[src/rtl/tif_pkg.sv]
package tif_pkg;

    localparam int unsigned NFLAG   = 3;
    localparam int unsigned IDX_CAP = 0;
    localparam int unsigned IDX_CMP = 1;
    localparam int unsigned IDX_OVF = 2;

    // Flags that keep their value through reset (capture only)
    localparam logic [NFLAG-1:0] KEEP_ON_RESET = 3'b001;

    typedef enum logic [1:0] {
        FLG_IDLE  = 2'b00,
        FLG_PEND  = 2'b01,
        FLG_ARMED = 2'b10
    } flg_state_e;

endpackage

[src/rtl/tif_flag_cell.sv]
module tif_flag_cell
    import tif_pkg::*;
#(
    parameter bit KEEP = 1'b0
) (
    input  logic clk,
    input  logic rst_n,
    input  logic evt_i,
    input  logic stat_rd_i,
    input  logic acc_i,
    output logic flag_o
);

    flg_state_e state_q;
    flg_state_e state_d;
    flg_state_e state_rst;

    // State after reset: retained flags only lose their arm
    always_comb begin
        if (KEEP) begin
            state_rst = (state_q == FLG_ARMED) ? FLG_PEND : state_q;
        end else begin
            state_rst = FLG_IDLE;
        end
    end

    // Next-state logic
    always_comb begin
        state_d = state_q;
        unique case (state_q)
            FLG_IDLE: begin
                if (evt_i) begin
                    state_d = FLG_PEND;
                end
            end
            FLG_PEND: begin
                if (stat_rd_i) begin
                    state_d = FLG_ARMED;
                end
            end
            FLG_ARMED: begin
                if (acc_i) begin
                    state_d = evt_i ? FLG_PEND : FLG_IDLE;
                end
            end
            default: begin
                state_d = FLG_IDLE;
            end
        endcase
    end

    // State register
    always_ff @(posedge clk) begin
        if (!rst_n) begin
            state_q <= state_rst;
        end else begin
            state_q <= state_d;
        end
    end

    // Output decode
    always_comb begin
        flag_o = (state_q == FLG_PEND) || (state_q == FLG_ARMED);
    end

endmodule

[src/rtl/tif_enable_reg.sv]
module tif_enable_reg #(
    parameter int unsigned CTL_W  = 8,
    parameter int unsigned EN_TOP = 7,
    parameter int unsigned N      = 3
) (
    input  logic             clk,
    input  logic             rst_n,
    input  logic             we_i,
    input  logic [CTL_W-1:0] wdata_i,
    output logic [N-1:0]     en_o
);

    for (genvar i = 0; i < N; i++) begin : g_en
        localparam int unsigned BIT = EN_TOP - i;
        always_ff @(posedge clk) begin
            if (!rst_n) begin
                en_o[i] <= 1'b0;
            end else if (we_i) begin
                en_o[i] <= wdata_i[BIT];
            end
        end
    end

endmodule

[src/rtl/tif_irq_merge.sv]
module tif_irq_merge #(
    parameter int unsigned N = 3
) (
    input  logic         clk,
    input  logic         rst_n,
    input  logic [N-1:0] flag_i,
    input  logic [N-1:0] en_i,
    output logic         irq_o
);

    logic req_d;

    always_comb begin
        req_d = |(flag_i & en_i);
    end

    always_ff @(posedge clk) begin
        if (!rst_n) begin
            irq_o <= 1'b0;
        end else begin
            irq_o <= req_d;
        end
    end

endmodule

[src/rtl/tmr_irq_flags.sv]
module tmr_irq_flags
    import tif_pkg::*;
#(
    parameter int unsigned CTL_W  = 8,
    parameter int unsigned EN_TOP = 7
) (
    input  logic             clk,
    input  logic             rst_n,
    input  logic             cap_evt_i,
    input  logic             cmp_evt_i,
    input  logic             ovf_evt_i,
    input  logic             stat_rd_i,
    input  logic             cap_lo_acc_i,
    input  logic             cmp_lo_acc_i,
    input  logic             cnt_lo_acc_i,
    input  logic             ctl_we_i,
    input  logic [CTL_W-1:0] ctl_wdata_i,
    output logic [2:0]       flag_o,
    output logic [2:0]       irq_en_o,
    output logic             irq_o
);

    logic [NFLAG-1:0] evt_vec;
    logic [NFLAG-1:0] acc_vec;

    always_comb begin
        evt_vec          = '0;
        acc_vec          = '0;
        evt_vec[IDX_CAP] = cap_evt_i;
        evt_vec[IDX_CMP] = cmp_evt_i;
        evt_vec[IDX_OVF] = ovf_evt_i;
        acc_vec[IDX_CAP] = cap_lo_acc_i;
        acc_vec[IDX_CMP] = cmp_lo_acc_i;
        acc_vec[IDX_OVF] = cnt_lo_acc_i;
    end

    for (genvar i = 0; i < NFLAG; i++) begin : g_flag
        tif_flag_cell #(
            .KEEP (KEEP_ON_RESET[i])
        ) u_cell (
            .clk       (clk),
            .rst_n     (rst_n),
            .evt_i     (evt_vec[i]),
            .stat_rd_i (stat_rd_i),
            .acc_i     (acc_vec[i]),
            .flag_o    (flag_o[i])
        );
    end

    tif_enable_reg #(
        .CTL_W  (CTL_W),
        .EN_TOP (EN_TOP),
        .N      (NFLAG)
    ) u_en (
        .clk     (clk),
        .rst_n   (rst_n),
        .we_i    (ctl_we_i),
        .wdata_i (ctl_wdata_i),
        .en_o    (irq_en_o)
    );

    tif_irq_merge #(
        .N (NFLAG)
    ) u_irq (
        .clk    (clk),
        .rst_n  (rst_n),
        .flag_i (flag_o),
        .en_i   (irq_en_o),
        .irq_o  (irq_o)
    );

endmodule

[config.mk]
export PLATFORM = sky130hd
export DESIGN_NAME = tmr_irq_flags
export DESIGN_NICKNAME = d
export VERILOG_FILES = /design/src/rtl/tif_pkg.sv /design/src/rtl/tif_flag_cell.sv /design/src/rtl/tif_enable_reg.sv /design/src/rtl/tif_irq_merge.sv /design/src/rtl/tmr_irq_flags.sv
export SDC_FILE = /design/constraint.sdc
export NUM_CORES = 1
export LEC_CHECK = 0
export BUFFER_PORTS_ARGS = -buffer_cell sky130_fd_sc_hd__buf_4
export CAP_MARGIN = 20
export CORE_MARGIN = 2
export CORE_UTILIZATION = 50
export CTS_CLUSTER_DIAMETER = 50
export DETAILED_ROUTE_END_ITERATION = 10
export PLACE_DENSITY = 0.81
export SETUP_SLACK_MARGIN = 0.02
export SLEW_MARGIN = 20
export SYNTH_ARGS = -nofsm -noshare
export SYNTH_HDL_FRONTEND = slang
export SYNTH_SLANG_ARGS = --single-unit
export TNS_END_PERCENT = 30
[constraint.sdc]
create_clock -name clk -period 2.3 [get_ports clk]
set_input_delay 0.23 -clock clk [delete_from_list [all_inputs] [get_ports clk]]
set_output_delay 0.23 -clock clk [all_outputs]
set_load 0.02 [all_outputs]
==> results of run 1 <==
-- cells in the mapped netlist --
master / number
dfxtp_1: 8
edfxtp_1: 2
nand2_1: 6
or3b_2: 2
clkbuf_1: 1
and2_1: 1
a21oi_1: 3
mux2_2: 1
nor2b_1: 4
buf_4: 3
inv_1: 13
mux2i_1: 7
o21ai_0: 1
a222oi_1: 4
ha_1: 14
-- metal layers --
metal	share of wire, %	wire length (um)	vias up
met5	0	0	-
met4	0.88	11	0
li1	-	-	269
met1	44	549	234
met3	6.4	80	2
met2	49	612	16
-- stage by stage --
stage          hold slack [ns]  worst slack, ns  total power [mW]
3_3_place_gp             0.485            0.803             0.620
2_1_floorplan            0.379            0.896             0.548
4_1_cts                  0.231            0.722             0.767
5_1_grt                  0.242            0.633             0.817
3_5_place_dp             0.499            0.730             0.639
6_report                 0.236            0.735             0.760
-- power groups by stage --
stage / combinational [mW] / clock, mW / sequential (mW)
final: 0.369 / 0.127 / 0.264
after global routing: 0.409 / 0.139 / 0.269
after CTS: 0.372 / 0.131 / 0.264
after detailed placement: 0.370 / 0 / 0.269
after global placement: 0.355 / 0 / 0.264
after floorplan: 0.284 / 0 / 0.264
-- final cells by class --
cell class / count / area share, %
Multi-Input combinational cell: 43 / 45.9
Sequential cell: 10 / 26.1
Timing Repair Buffer: 19 / 16.9
Inverter: 13 / 5.78
Clock buffer: 4 / 3.11
Tap cell: 15 / 2.22
-- registers in the layout (all words and copies together) (netlist names) --
register	flops
u_en.en_o	3
g_flag.u_cell.state_q	6
u_irq.irq_o	1
-- cells by family (layout without fill, tap and decap cells) --
family | after synthesis | in the layout
buf+inv | 17 | 36
simple gates | 13 | 13
flops | 10 | 10
compound gates | 8 | 8
fa+ha+maj | 14 | 14
mux | 8 | 8
-- tightest hold or removal path, delay by kind of cell --
family	cells	cell delay, ns
and+or+nand+nor	1	0.10
buffers and inverters	1	0.07
muxes	1	0.05
-- worst max path at each step --
stage / from / end / slack [ns] / cells past startpoint
6_report: g_flag[2].u_cell.state_q[0] / g_flag[2].u_cell.state_q[0] / 0.73 / 4
5_1_grt: g_flag[2].u_cell.state_q[0] / g_flag[2].u_cell.state_q[0] / 0.63 / 4
4_1_cts: g_flag[0].u_cell.state_q[0] / g_flag[0].u_cell.state_q[1] / 0.72 / 4
3_5_place_dp: g_flag[0].u_cell.state_q[0] / g_flag[0].u_cell.state_q[0] / 0.73 / 4
3_3_place_gp: g_flag[1].u_cell.state_q[0] / g_flag[1].u_cell.state_q[1] / 0.80 / 4
2_1_floorplan: g_flag[0].u_cell.state_q[0] / g_flag[0].u_cell.state_q[0] / 0.90 / 4
==> metrics.txt, run 1 <==
status finished clean; r2r startpoint g_flag[2].u_cell.state_q[0]; Worst EP arrival 1.75 ns; first-pass GRT wire length 1.87 mm; Setup TNS 0 ns; mux contribution to synthesized area 11.9%; RSZ-0062 raised after global routing no; dpl cells 100; FF-to-FF End g_flag[2].u_cell.state_q[0]; fin util 65.7%; final instance area 845 sq um; hold path depth 3; Routed WL 1.25 mm; Net Sw Frac 38.8%; Post-Synth XOR/XNOR Area 0%; max-cap viol count 0; Worst Setup Start Kind flip-flop; Seq cells post-synth 10; maximum VDD drop 731 uV; Worst-path clk slew 0.07 ns; DRC Markers 0; port bufs 19; total track usage 17.6%; Finished Layout Cells 104; CTS tree done; most frequent cells in the layout buf_4 (19), ha_1 (14), inv_1 (13), dfxtp_1 (8), mux2i_1 (7); Slowest-stage cell, CP a222oi_1; clock sink total 10; num rows 13; initial antenna violation count 0; busiest layer in global routing met2; global route total overflow 0; Crit path max-delay family compound AO/OA/AOI/OAI gates; Setup crit end kind flip-flop; CP peak stage delay 0.51 ns; combinational power share 48.6%; Yosys warning total 0; Worst Path Buf+Inv 1; gpl congestion 0.755; Clock Latency Late Sink 0.26 ns; Adder-Cell Fraction of Synth Area 25.6%; post-synth top area share 25.6%; DP Area 818 sq um; flop-to-flop setup slack 0.73 ns; Syn Inst Count 70; hold path start ctl_wdata_i[7]; antenna-violating nets left 0; hold buffers post-CTS 0; die width 41.0 um; largest family of logic cells by synthesized area adder cells; vias in the first global route 488; Core Region 1280 sq um; clock share of power 16.8%; Fillers 102; Max H-tree Level 1; Reg2Reg Depth 4; Mapped Area 683 sq um; Final Critical Period 1.57 ns; class of the worst hold path in -> reg; Synth Net Count 102; full die area 1680 sq um; Synth Area in Simple Gates 10.4%; Rel. slew slack 65.3%; CP Class reg -> reg; Post-Syn Area per Cell 9.76 sq um; met2 usage 32.0%; grt met1 use 17.0%; leakage power 0.441 nW; PostCTS Resize Cnt 0; commonest non-fill, non-tap cell in the layout buf_4; antenna diode count 0; area added between synthesis and finish 23.6%; Slew @ Worst Pin 0.521 ns; Initial Util 53.2%; Final Max Slew Viols 0; post-synthesis compound-gate area fraction 8.79%; worst path required time 2.49 ns; FF+latch area 220 sq um; Max FO, Critical Path 5; Reg power frac 34.7%; Seq/Total Area, Yosys 32.2%; final-report setup violation count 0; average wire per standard cell 12.1 um; FMAX 639 MHz; Post-CTS Setup Repair Bufs 0; CTS Buf Count 3; main area contributors after synthesis ha_1 (26%), dfxtp_1 (23%), mux2i_1 (10%); final net count 122; layout cells sized above 1 28.1%; net load switching power 0.295 mW; Die Height 41.0 um; final hold violations 0; pin count of the biggest net entering global routing 16; via count 521; total iterations of the first detailed-routing run 4; DR iter-0 viols 21; met3 usage 5.98%; top cell type by total area after synthesis ha_1; io pins 25; Worst Hold Path EP u_en.en_o[0]; Cell Chain, Critical Path inv_1 -> ha_1 -> a222oi_1 -> mux2i_1; fin crit share 68.1%; Pint 0.466 mW; Multi-input gate area 388 sq um; Yosys cell types 15; Worst Skew 0.00229 ns; Root Driver clkbuf_4; clock buffer depth 2; DPL Wire Length 1.04 mm; Power Density 900 nW/um^2; Via density 5.01
Note: power is estimated with default switching activity, not from simulation.
==> run 2, diff against run 1 <==
--- a/config.mk
+++ b/config.mk
@@ -5,13 +5,14 @@
 export SDC_FILE = /design/constraint.sdc
 export NUM_CORES = 1
 export LEC_CHECK = 0
+export ABC_AREA = 1
 export BUFFER_PORTS_ARGS = -buffer_cell sky130_fd_sc_hd__buf_4
 export CAP_MARGIN = 20
 export CORE_MARGIN = 2
-export CORE_UTILIZATION = 50
+export CORE_UTILIZATION = 48
 export CTS_CLUSTER_DIAMETER = 50
 export DETAILED_ROUTE_END_ITERATION = 10
-export PLACE_DENSITY = 0.81
+export PLACE_DENSITY = 0.77
 export SETUP_SLACK_MARGIN = 0.02
 export SLEW_MARGIN = 20
 export SYNTH_ARGS = -nofsm -noshare
==> constraint.sdc (replaced) <==
create_clock -name clk -period 1.5 [get_ports clk]
set_input_delay 0.15 -clock clk [delete_from_list [all_inputs] [get_ports clk]]
set_output_delay 0.15 -clock clk [all_outputs]
set_load 0.02 [all_outputs]
==> run 2 against run 1 <==
  * Synthesized cell count is 43% higher
  * Combinational power is 110% higher
  * Clock power is 39% higher
  * Routed wire length is 1.8% lower
  * Total power is 78% higher
  * Critical path depth is 1 lower
  * Non-clock buffer count stayed put
  * Sequential power is 52% higher
  * Die area is 13% higher
  * Largest cell class unchanged
  * Highest routed layer unchanged
==> metrics.txt, run 2 <==
status finished clean; Via density 4.46 (-11%); asr flop ratio synth 0% (unchanged); clock share of power 13.0% (-3.8 points); port bufs 19 (unchanged); Largest regs g_flag.u_cell.state_q: 6 flops, u_en.en_o: 3 flops, u_irq.irq_o: 1 flops; Worst EP arrival 1.22 ns (-0.53 ns); hold buffers post-CTS 0 (unchanged); hold path start ctl_wdata_i[7]; global route total overflow 0 (unchanged); antenna diode count 0 (unchanged); Final Max Slew Viols 0 (unchanged); Seq cells post-synth 10 (unchanged); net load switching power 0.586 mW (+99%); most frequent cells in the layout inv_1 (19), nand2_1 (19), buf_4 (19), nor2_1 (15), ha_1 (14); Root Driver clkbuf_4; area added between synthesis and finish 21.1%; Core Region 1490 sq um (+16%); mux contribution to synthesized area 0% (-12 points); Largest Register g_flag.u_cell.state_q; Post-Synth XOR/XNOR Area 0% (unchanged); Setup crit end kind output pin; io pins 25 (unchanged); first-pass GRT wire length 2.24 mm (+20%); Initial Util 50.3% (-2.9 points); total track usage 15.9% (-1.8 points); Mapped Area 748 sq um (+9.5%); Routed WL 1.23 mm (-1.8%); Post-Syn Area per Cell 7.48 sq um (-23%); top cell type by total area after synthesis ha_1; Final Critical Period 1.37 ns; DR iter-0 viols 7 (-67%); Seq/Total Area, Yosys 29.4% (-2.8 points); vias in the first global route 598 (+23%); CTS tree done; fin crit share 91.6%; flop-to-flop setup slack 0.19 ns (-0.54 ns); Fillers 129 (+26%); DRC Markers 0 (unchanged); initial antenna violation count 0 (unchanged); largest family of logic cells by synthesized area simple AND/OR/NAND/NOR gates; Max H-tree Level 1 (unchanged); Slew @ Worst Pin 0.207 ns (-0.315 ns); total iterations of the first detailed-routing run 4 (unchanged); r2r startpoint g_flag[0].u_cell.state_q[0]; final instance area 906 sq um (+7.3%); Yosys warning total 0 (unchanged); Synth Area in Simple Gates 26.4% (+16 points); max reg flops 6 (unchanged); Post-synth EDFFs 2 (unchanged); FF-to-FF End g_flag[0].u_cell.state_q[1]; class of the worst hold path in -> reg; clock buffer depth 2 (unchanged); main area contributors after synthesis ha_1 (23%), dfxtp_1 (21%), inv_1 (9.5%); top cells by count, synth inv_1 (19), nand2_1 (19), nor2_1 (15); clock sink total 10 (unchanged); die width 43.5 um (+6.1%); full die area 1890 sq um (+13%); final-report setup violation count 0 (unchanged); max-cap viol count 0 (unchanged); gpl congestion 0.744 (-1.4%); combinational power share 57.3% (+8.7 points); ys flop type dfxtp_1; Setup TNS 0 ns (unchanged); Rel. slew slack 86.1% (+21 points); worst path required time 1.35 ns (-1.14 ns); post-synthesis compound-gate area fraction 6.19% (-2.6 points); Hold Slack 0.124 ns (-0.112 ns); hold path depth 3 (unchanged); leakage power 0.523 nW (+19%); Reg2Reg Depth 5 (+1); Finished Layout Cells 134 (+29%); layout cells sized above 1 27.1% (-0.97 points); Die Height 43.5 um (+6.1%); average wire per standard cell 9.19 um (-24%); dpl cells 131 (+31%); DPL Wire Length 1.06 mm (+2.2%); Net Sw Frac 43.3% (+4.6 points); Worst Skew 0.00119 ns (-0.00111 ns); Worst Setup Start Kind flip-flop; CP Class reg -> out; Clock Latency Late Sink 0.26 ns (about the same); FMAX 728 MHz; pin count of the biggest net entering global routing 13 (-3); Synth Net Count 132 (+29%); Reg power frac 29.7% (-5.0 points); Yosys cell types 17 (+2); CTS Buf Count 3 (unchanged); final hold violations 0 (unchanged); maximum VDD drop 944 uV (+29%); num rows 14 (+1); Design Power 1.35 mW (+78%); Syn Inst Count 100 (+43%); DP Area 877 sq um (+7.2%); via count 598 (+15%); Adder-Cell Fraction of Synth Area 23.4% (-2.2 points); post-synth top area share 23.4% (-2.2 points); antenna-violating nets left 0 (unchanged); Power Density 1490 nW/um^2 (+66%); Worst Hold Path EP u_en.en_o[0]; RSZ-0062 raised after global routing no; Max FO, Critical Path 4 (-1); Pint 0.767 mW (+65%); Worst-path clk slew 0.06 ns (about the same); final net count 152 (+25%)
-- run 2: cell types whose count changed in the layout (fill, tap and decap cells not counted), sizes merged, moves of 2 or more --
| cell | previous run | this run |
|---|---|---|
| mux2i | 7 | 0 |
| nor2b | 4 | 0 |
| nand3 | 0 | 3 |
| nand2 | 6 | 25 |
| o21ai | 1 | 6 |
| a222oi | 4 | 0 |
| or3b | 2 | 0 |
| inv | 13 | 20 |
| nor2 | 0 | 15 |
-- run 2: routing by layer --
metal	GRT usage [%]	wire length [um]	vias up
li1	-	-	331
met1	18.3	529	251
met2	27.8	617	14
met3	1.25	75	2
met4	10.9	9	0
met5	0	0	-
-- run 2: what timing repair did --
action,CTS,global route
endpoints found under the hold margin,0,0
gates resized for setup,0,1
buffers inserted,0,0
endpoints found under the setup margin,0,2
-- run 2: per-stage QoR --
stage / setup slack (ns) / util (%)
floorplan: 0.295 / -
global placement: 0.203 / 58.9
detailed placement: 0.167 / 58.9
CTS: 0.117 / 60.4
global route: 0.0373 / 60.8
finish: 0.126 / 60.8
-- run 2: worst max-delay path: stages, from the launching register on --
cell     delay [ns]
dfxtp_1        0.39
inv_1          0.10
ha_1           0.32
buf_4          0.16
-- run 2: final cells by class --
| class | count | area [sq um] | area share [%] |
|---|---|---|---|
| Multi-Input combinational cell | 66 | 425 | 47.0 |
| Sequential cell | 10 | 220 | 24.3 |
| Timing Repair Buffer | 19 | 143 | 15.7 |
| Inverter | 20 | 75.1 | 8.29 |
| Clock buffer | 3 | 22.5 | 2.49 |
| Tap cell | 16 | 20.0 | 2.21 |
-- run 2: cells by family after synthesis --
| logic type | Yosys count |
|---|---|
| flops | 10 |
| compound gates | 9 |
| fa+ha+maj | 14 |
| buf+inv | 24 |
| simple gates | 43 |
-- run 2: power groups by stage --
stage	Combinational [mW]	Sequential (mW)	Clock (mW)
after detailed placement	0.780	0.409	0
final	0.776	0.402	0.176
after floorplan	0.627	0.414	0
after global placement	0.762	0.405	0
after CTS	0.787	0.403	0.180
after global routing	0.882	0.413	0.192
-- run 2: how the worst max path moves through the flow --
| stage | from | end | slack [ns] | cells past startpoint |
|---|---|---|---|---|
| after global placement | g_flag[0].u_cell.state_q[0] | g_flag[0].u_cell.state_q[1] | 0.20 | 4 |
| after floorplan | g_flag[0].u_cell.state_q[0] | g_flag[0].u_cell.state_q[0] | 0.30 | 5 |
| after detailed placement | g_flag[0].u_cell.state_q[0] | g_flag[0].u_cell.state_q[1] | 0.17 | 5 |
| final | g_flag[2].u_cell.state_q[0] | flag_o[2] | 0.13 | 3 |
| after CTS | g_flag[2].u_cell.state_q[0] | flag_o[2] | 0.12 | 3 |
| after global routing | g_flag[0].u_cell.state_q[0] | g_flag[0].u_cell.state_q[1] | 0.04 | 5 |
